`src/rtl/hb_sqe_pkg.sv`:
```
package hb_sqe_pkg;

  typedef enum logic [1:0] {
    HB_IDLE  = 2'd0,
    HB_WAIT  = 2'd1,
    HB_BURST = 2'd2
  } hb_state_e;

  // Counter width able to hold the larger of the two reload values.
  function automatic int unsigned hb_cnt_width(input int unsigned delay_bt,
                                               input int unsigned burst_bt);
    int unsigned top;
    top = (delay_bt > burst_bt) ? delay_bt : burst_bt;
    return (top < 2) ? 1 : $clog2(top + 1);
  endfunction

endpackage

```
`src/rtl/hb_tx_monitor.sv`:
```
// Finds the start and end of a transmission and records whether any
// collision or jabber was seen while it was active.
module hb_tx_monitor (
  input  logic clk,
  input  logic rst_n,
  input  logic tx_active,
  input  logic collision,
  input  logic jabber,
  output logic tx_start,
  output logic tx_end,
  output logic fault_q
);

  logic tx_q;
  logic fault_now;

  assign fault_now = collision | jabber;
  assign tx_start  = tx_active & ~tx_q;
  assign tx_end    = tx_q & ~tx_active;

  always_ff @(posedge clk or negedge rst_n) begin
    if (!rst_n) begin
      tx_q    <= 1'b0;
      fault_q <= 1'b0;
    end else begin
      tx_q <= tx_active;
      if (tx_start)       fault_q <= fault_now;            // new frame, fresh record
      else if (tx_active) fault_q <= fault_q | fault_now;
    end
  end

  // the record only holds faults seen while transmitting
  p_fault_fresh_r7: assert property (@(posedge clk) disable iff (!rst_n)
    (tx_start && !fault_now) |=> !fault_q);

  // a fault seen during activity is not lost before the frame ends
  p_fault_sticky_r5: assert property (@(posedge clk) disable iff (!rst_n)
    (tx_active && fault_now) |=> fault_q);

endmodule

```
`src/rtl/hb_bit_counter.sv`:
```
// Shared down-counter for the delay and burst phases.
module hb_bit_counter #(
  parameter int unsigned CNT_W = 4
) (
  input  logic             clk,
  input  logic             rst_n,
  input  logic             load,
  input  logic [CNT_W-1:0] load_val,
  input  logic             dec,
  output logic [CNT_W-1:0] cnt,
  output logic             last
);

  localparam logic [CNT_W-1:0] ONE = CNT_W'(1);

  assign last = (cnt == ONE);

  always_ff @(posedge clk or negedge rst_n) begin
    if (!rst_n)                       cnt <= '0;
    else if (load)                    cnt <= load_val;
    else if (dec && (cnt != '0))      cnt <= cnt - ONE;
  end

  // without a load or a decrement, the count holds
  p_cnt_hold_r10: assert property (@(posedge clk) disable iff (!rst_n)
    (!load && !dec) |=> $stable(cnt));

  // the count never wraps below zero
  p_no_wrap_r3: assert property (@(posedge clk) disable iff (!rst_n)
    (cnt == '0 && !load) |=> (cnt == '0));

endmodule

```
`src/rtl/hb_sqe_gen.sv`:
```
module hb_sqe_gen #(
  parameter int unsigned DELAY_BT = 11,
  parameter int unsigned BURST_BT = 10
) (
  input  logic clk,
  input  logic rst_n,
  input  logic tx_active,
  input  logic hb_enable,
  input  logic collision,
  input  logic jabber,
  input  logic bit_tick,
  output logic sqe_req
);
  import hb_sqe_pkg::*;

  localparam int unsigned CNT_W = hb_cnt_width(DELAY_BT, BURST_BT);
  localparam logic [CNT_W-1:0] DELAY_LD = CNT_W'(DELAY_BT);
  localparam logic [CNT_W-1:0] BURST_LD = CNT_W'(BURST_BT);

  hb_state_e        state_q, state_d;
  logic             tx_start, tx_end, fault_q;
  logic             tx_end_clean;
  logic             arm_evt, to_burst_evt, done_evt, cancel_evt;
  logic             cnt_load, cnt_dec, cnt_last;
  logic [CNT_W-1:0] cnt, cnt_load_val;

  hb_tx_monitor u_mon (
    .clk       (clk),
    .rst_n     (rst_n),
    .tx_active (tx_active),
    .collision (collision),
    .jabber    (jabber),
    .tx_start  (tx_start),
    .tx_end    (tx_end),
    .fault_q   (fault_q)
  );

  hb_bit_counter #(.CNT_W(CNT_W)) u_cnt (
    .clk      (clk),
    .rst_n    (rst_n),
    .load     (cnt_load),
    .load_val (cnt_load_val),
    .dec      (cnt_dec),
    .cnt      (cnt),
    .last     (cnt_last)
  );

  // Named internal events
  assign tx_end_clean = tx_end & ~fault_q;
  assign arm_evt      = (state_q == HB_IDLE) & tx_end_clean & hb_enable;
  assign cancel_evt   = (state_q != HB_IDLE) & tx_active;
  assign to_burst_evt = (state_q == HB_WAIT)  & ~tx_active & bit_tick & cnt_last;
  assign done_evt     = (state_q == HB_BURST) & ~tx_active & bit_tick & cnt_last;

  assign cnt_load     = arm_evt | to_burst_evt;
  assign cnt_load_val = arm_evt ? DELAY_LD : BURST_LD;
  assign cnt_dec      = bit_tick & ~tx_active & (state_q != HB_IDLE) & ~cnt_load;

  always_comb begin
    state_d = state_q;
    unique case (state_q)
      HB_IDLE:  if (arm_evt)          state_d = HB_WAIT;
      HB_WAIT:  if (cancel_evt)       state_d = HB_IDLE;
                else if (to_burst_evt) state_d = HB_BURST;
      HB_BURST: if (cancel_evt || done_evt) state_d = HB_IDLE;
      default:  state_d = HB_IDLE;
    endcase
  end

  always_ff @(posedge clk or negedge rst_n) begin
    if (!rst_n) state_q <= HB_IDLE;
    else        state_q <= state_d;
  end

  assign sqe_req = (state_q == HB_BURST);

  // transmit activity forces the request low on the next cycle
  p_tx_kills_req_r9: assert property (@(posedge clk) disable iff (!rst_n)
    tx_active |=> !sqe_req);

  // the burst only begins on a bit tick
  p_rise_on_tick_r2: assert property (@(posedge clk) disable iff (!rst_n)
    $rose(sqe_req) |-> $past(bit_tick));

  // the burst only ends on a tick or through a cancel
  p_fall_on_tick_r3: assert property (@(posedge clk) disable iff (!rst_n)
    $fell(sqe_req) |-> ($past(bit_tick) || $past(tx_active)));

  // arming only follows a clean, enabled end of transmission
  p_arm_qualified_r4: assert property (@(posedge clk) disable iff (!rst_n)
    (state_q == HB_WAIT && $past(state_q) == HB_IDLE)
      |-> ($past(hb_enable) && $past(tx_end) && !$past(fault_q)));

  // a burst is always preceded by the wait phase
  p_burst_after_wait_r2: assert property (@(posedge clk) disable iff (!rst_n)
    $rose(sqe_req) |-> ($past(state_q) == HB_WAIT));

endmodule

```
`config.mk`:
```
export PLATFORM = sky130hd
export DESIGN_NAME = hb_sqe_gen
export DESIGN_NICKNAME = d
export VERILOG_FILES = /design/src/rtl/hb_sqe_pkg.sv /design/src/rtl/hb_tx_monitor.sv /design/src/rtl/hb_bit_counter.sv /design/src/rtl/hb_sqe_gen.sv
export SDC_FILE = /design/constraint.sdc
export NUM_CORES = 1
export LEC_CHECK = 0
export BUFFER_PORTS_ARGS = -buffer_cell sky130_fd_sc_hd__buf_2
export CAP_MARGIN = 25
export CORE_AREA = 3 3 40 42
export CTS_CLUSTER_DIAMETER = 200
export DETAILED_ROUTE_END_ITERATION = 8
export DIE_AREA = 0 0 43 45
export SYNTH_ARGS = -nofsm -noshare
export SYNTH_HDL_FRONTEND = slang
export SYNTH_SLANG_ARGS = --single-unit
export TNS_END_PERCENT = 30
```
`constraint.sdc`:
```
create_clock -name clk -period 1.6 [get_ports clk]
set_input_delay 0.16 -clock clk [delete_from_list [all_inputs] [get_ports clk]]
set_output_delay 0.16 -clock clk [all_outputs]
set_load 0.005 [all_outputs]
```
Word level (Yosys, flattened, before mapping)

Cells that the tools add are included.
W data, S select, Z words.

Bitwise operators: 22
$add $sub $neg: 1
Mux-type cells: 10
Equality and inequality tests: 6
Reduce and logical (&&, ||, !) cells: 8

Operators by type and width:

| kind                  | number |
|---|---|
| $and A1 B1 Y1         | 15 |
| $mux W2               | 4 |
| $mux W4               | 2 |
| $pmux W2 S3           | 1 |
| $reduce_bool A2 Y1    | 3 |
| $eq A4 B1 Y1 const B  | 1 |
| $not A1 Y1            | 4 |
| $reduce_bool A4 Y1    | 1 |
| $sub A4 B1 Y4 const B | 1 |
| $mux W1               | 3 |
| $ne A3 B3 Y1 const B  | 1 |
| $or A1 B1 Y1          | 3 |
| $reduce_and A3 Y1     | 1 |
| $eq A2 B1 Y1 const B  | 1 |
| $eq A2 B2 Y1 const B  | 1 |
| $logic_not A2 Y1      | 1 |
| $ne A2 B1 Y1 const B  | 1 |
| $ne A2 B2 Y1 const B  | 1 |
| $logic_and A1 B1 Y1   | 1 |
| $logic_or A1 B1 Y1    | 1 |

Bits of input ports: 7
Word-level logic and storage cells: 51
Output and inout bits: 1
Bits in registers: 8

Longest topological paths before layout

Depth after elaboration: 11
Depth in mapped cells: 5
Mapped depth without buffers: 5

Hierarchy

From an unflattened synthesis, not the netlist that was laid out.

Cell total of the unflattened synthesis: 53
Area total of the unflattened synthesis: 519.2 µm²

Modules (own cells, without submodules):

| module         | area each (µm²) | cells an instance | instances |
|---|---|---|---|
| hb_bit_counter | 282.8           | 29                | 1 |
| hb_sqe_gen     | 147.6           | 17                | 1 |
| hb_tx_monitor  | 88.8            | 7                 | 1 |

Worst setup path after synthesis

Ideal clock, no wire load.

Path type: register -> register
Start: register u_cnt.cnt[0]
End: register u_cnt.cnt[3]
Buffers on the path: 0
Slack: 0.289 ns
Stages on the path, launching flop included: 6
Library setup time: 0.133 ns
Period minus slack after synthesis: 1.311 ns
Arrival time: 1.178 ns
Data required time: 1.467 ns
Cells stage by stage: dfrtp_1 inv_1 ha_1 a211oi_4 and3_2 o21ai_0

Word-level cells in the longest chain between the ends: 7
Elaborated cells on any way between the ends: 11
Those cells by class: add/sub (1); eq/ne (1); mux (2); bitwise (4); reduce/logical (3)

RTL lines:

| what                         | line                 | RTL |
|---|---|---|
| start, declared              | hb_bit_counter.sv:10 | `output logic [CNT_W-1:0] cnt,` |
| start signal, assigned       | hb_bit_counter.sv:20 | `else if (load) cnt <= load_val;` |
| start signal, assigned       | hb_bit_counter.sv:21 | `else if (dec && (cnt != '0)) cnt <= cnt - ONE;` |
| $eq A4 B1 Y1                 | hb_bit_counter.sv:16 | `assign last = (cnt == ONE);` |
| $and A1 B1 Y1                | hb_sqe_gen.sv:52     | `assign to_burst_evt = (state_q == HB_WAIT) & ~tx_active & bit_tick & cnt_last;` |
| $or A1 B1 Y1                 | hb_sqe_gen.sv:55     | `assign cnt_load = arm_evt \| to_burst_evt;` |
| $not A1 Y1                   | hb_sqe_gen.sv:57     | `assign cnt_dec = bit_tick & ~tx_active & (state_q != HB_IDLE) & ~cnt_load;` |
| $and A1 B1 Y1                | hb_sqe_gen.sv:57     |  |
| $logic_and A1 B1 Y1          | hb_bit_counter.sv:21 |  |
| $reduce_bool A2 Y1 (no line) | -                    |  |

Several ways; a longest one is shown, not always the timed one. The select of a mux whose other input is x is not followed.
A chain may end at the register's enable or synchronous reset.

Worst setup path in the final report

Ends and elaborated chain as after synthesis.

==> results.txt <==
- Final hold slack: 115 ps
- The worst setup path is launched from a flip-flop.
- During placement, the flow inserted port buffers numbering 7.
* Pin count of the biggest net entering global routing: 9
- Worst hold path type: primary input to flip-flop
- Setup violations remaining at the end of the flow were counted as 0.
* Upper clock frequency limit: 712 MHz
- HPWL after detailed placement: 623 um
- The number of hold-slack violations in the final timing report is 0.
- Clock-pin slew was measured on the worst setup and hold paths at 50 ps.
- Power spread over the standard cell area amounts to 1050 nW/um^2.
* TritonCTS sink count: 8
* Count of synthesis-stage warnings from yosys: 0
- Maximum cell stage delay along the critical path: 400 ps
- Max-cap violations in this run came to 0.
- From bottom edge to top edge, the die measures 45 um.
- Number of antenna-violating nets in the routed design: 0
- The core region is 1280 um^2.
* 1st-iter DRT viols: 6
- RSZ-0062 raised after global routing: no
- WP data arrival: 1530 ps
- Width of the die: 43 um
- Counting flops with an async set or reset pin after synthesis yields a share of 100%.
- CTS placed an instance of sky130_fd_sc_hd__clkbuf_4 at the clock tree root.
- Leakage power summed over all cells: 0.000266 uW
- Sequential element share of the synthesized area: 44.3%
- The number of clock buffers added by TritonCTS is 3.
* Maximum ir drop on the vdd rail: 447 uV
* Prevailing post-synth register cell: sky130_fd_sc_hd__dfrtp_1
- Compound-Gate Fraction of Synth Area: 16.3%
* Std cell rows: 13
- The post-route netlist has 34.0% of its cells at a drive strength greater than 1.
- Among all cell types in the netlist, the one instantiated most often is sky130_fd_sc_hd__dfrtp_1.
- Post-CTS Resized: 0
* Top-area cell type share of the netlist area: 44.3%
* Kind of capture point of the worst setup path: flip-flop
* Post-synthesis cell type with the largest combined area: sky130_fd_sc_hd__dfrtp_1
* Clock tree from TritonCTS: built
* Post-Synth XOR/XNOR Area: 3.88%
- Max Transition Viols Final: 0
- Routed via count: 327
- The worst path in the final design needs a cycle of 1400 ps, including I/O delays and setup.
* Distinct cell type count of the synthesized netlist: 22
- Synth top cells by count: sky130_fd_sc_hd__dfrtp_1, sky130_fd_sc_hd__nand2_1, sky130_fd_sc_hd__a21oi_1, sky130_fd_sc_hd__inv_1, sky130_fd_sc_hd__o21ai_0
- The worst setup path is of the flip-flop to flip-flop kind.
- Filler Cell Count: 130
- Placer Congestion: 0.700
* Skew final: 4.26 ps
- Of the available clock period, the critical path in the final layout requires 87.8%.
- The run finished with clean final reports.
* Cell count after synthesis: 42
* Worst slew pin tran: 394 ps
- After synthesis, the largest family of logic cells by area is simple AND/OR/NAND/NOR gates.
- Multiplexer fraction of the synthesized cell area: 0%
- Wirelength, routed: 765 um
* Data required time of the critical path: 1720 ps
- Of all nets on the critical path, the largest fanout is 5.
- Cell with the largest stage delay on the worst path: sky130_fd_sc_hd__dfrtp_1
- After Yosys synthesis, full adders, half adders and majority gates account for 5.54% of the synthesized area.
- Clock latency at the later pin of the worst-skew pair: 250 ps
* Via count of the first global-routing pass: 327
- Global routing used 10.4% of the available tracks across all layers.
* Residual DRC count: 0
- After synthesis, the cell types taking the most area are sky130_fd_sc_hd__dfrtp_1, sky130_fd_sc_hd__nor4b_2, sky130_fd_sc_hd__ha_1, sky130_fd_sc_hd__a211oi_4, sky130_fd_sc_hd__a21oi_1.
* Grt total ovfl: 0
* Routed length per instance: 11.3 um
- Final layout net count: 64
- The mapped netlist covers 452 um^2.
- Area share of and/or/nand/nor cells after synthesis: 27.4%
* Final TNS setup: 0 ps
- Worst slew slack as a fraction of its limit: 73.7%
- Wire length of the first global-routing pass: 1410 um
- CTS built an H-tree with a depth of 1.
- Synth Register Bits: 8
- Total die area: 1940 um^2
- IO Count: 8
* EDFF count, synth: 0
- In this run the mean area of a mapped cell was 10.8 um^2.
* Max clock buf depth: 2
- Using the TritonRoute via totals, the vias-per-cell ratio works out to 4.81.
- From synthesis to final layout, the design area changed by 19.1%.
- Net count after synthesis: 51
- Initial cell density of the core: 35.2%
- Antenna violations before repair: 0
- Traced cell by cell, the critical path runs through inv_1 > ha_1 > a211oi_4 > and3_2 > o21ai_0.
- Number of iterations in the first detailed-routing pass: 4
* Count of inserted antenna diode cells: 0
==> final timing paths <==
| check | endpoint | slack, ps | start | cells after the start |
|---|---|---|---|---|
| worst max-delay path | u_cnt.cnt[3] | 200 | u_cnt.cnt[0] | 5 |
| worst min-delay path | u_mon.tx_q | 120 | tx_active | 1 |
| worst max register to register | u_cnt.cnt[3] | 200 | u_cnt.cnt[0] | 5 |
| worst min register to register | u_mon.fault_q | 530 | u_mon.tx_q | 2 |
| max in group asynchronous | state_q[0] | 1150 | rst_n | 2 |
| min in group asynchronous | u_cnt.cnt[0] | 280 | rst_n | 2 |
==> registers in the layout, summed over array words and instances, names as in the netlist <==
name / cells
state_q: 2
u_mon.fault_q: 1
u_cnt.cnt: 4
u_mon.tx_q: 1
==> where the power goes <==
group          internal, uW  total, uW  switching, uW
logic                  69.1        139           69.8
clock network          85.4        148           62.6
registers               239        276           36.4
==> metrics by stage <==
| step | worst slack, ps | utilization (%) | instance area (um^2) | total power, uW | std cells |
|---|---|---|---|---|---|
| global route | 74.9 | 41.9 | 538 | 609 | 68 |
| detailed placement | 204 | 39.3 | 505 | 416 | 64 |
| global placement | 210 | 39.3 | 505 | 418 | 64 |
| finish | 195 | 41.9 | 538 | 563 | 68 |
| floorplan | 289 | - | 452 | 381 | 42 |
| CTS | 189 | 41.9 | 538 | 574 | 68 |
==> final cells by class <==
cell class              count  area, um^2  share of cell area (%)
well taps                  15        18.8                    3.49
clock buffers               3        22.5                    4.19
multi-input cells          31         240                    44.7
repair buffers              8        45.0                    8.37
inverters                   3        11.3                    2.09
flip-flops and latches      8         200                    37.2
==> timing repair <==
action | in CTS | in global routing
endpoints found under the hold margin | 8 | 0
hold buffers | 1 | 0
setup buffers | 0 | 0
==> layout by cell type, fill, tap and decap left out <==
cell type and count:
sky130_fd_sc_hd__a211oi_4 1, sky130_fd_sc_hd__inv_1 3, sky130_fd_sc_hd__buf_2 7, sky130_fd_sc_hd__clkbuf_4 3, sky130_fd_sc_hd__nor2_2 1, sky130_fd_sc_hd__nand2b_4 1, sky130_fd_sc_hd__dfrtp_1 8, sky130_fd_sc_hd__xor2_1 1
sky130_fd_sc_hd__nand2b_1 1, sky130_fd_sc_hd__and2_1 1, sky130_fd_sc_hd__nor2_1 1, sky130_fd_sc_hd__dlygate4sd3_1 1, sky130_fd_sc_hd__nor3_1 1, sky130_fd_sc_hd__a21oi_1 3, sky130_fd_sc_hd__nand2_1 4, sky130_fd_sc_hd__and3_2 2
sky130_fd_sc_hd__nor4b_2 2, sky130_fd_sc_hd__o21ai_0 3, sky130_fd_sc_hd__o21ai_2 1, sky130_fd_sc_hd__xnor2_1 1, sky130_fd_sc_hd__nor4bb_1 1, sky130_fd_sc_hd__a21o_1 1, sky130_fd_sc_hd__o211ai_1 1, sky130_fd_sc_hd__ha_1 2
sky130_fd_sc_hd__nor2b_1 2
==> worst max-delay path: cells and delay by family (launching register included) <==
family	cells	cell delay (ps)
flip-flops	1	400
AO/OA/AOI/OAI	2	360
adder cells (fa/ha/maj)	1	230
AND/OR/NAND/NOR	1	220
buffers and inverters	1	60
==> logic make-up (layout without fill, tap and decap cells) <==
group / Yosys count / count (layout)
compound gates: 10 / 10
xor+xnor: 2 / 2
fa+ha+maj: 2 / 2
buf+inv: 3 / 14
flops: 8 / 8
simple gates: 17 / 17
==> routing by layer <==
layer  up-vias  global-route usage [%]  part of all wire [%]
met5         -                       0                     0
met4         0                    9.04                  0.52
met3         2                    2.39                   3.7
met2         5                    16.8                    50
met1       152                    11.6                    46
li1        168                       -                     -
Power figures use the tool's default switching activity.
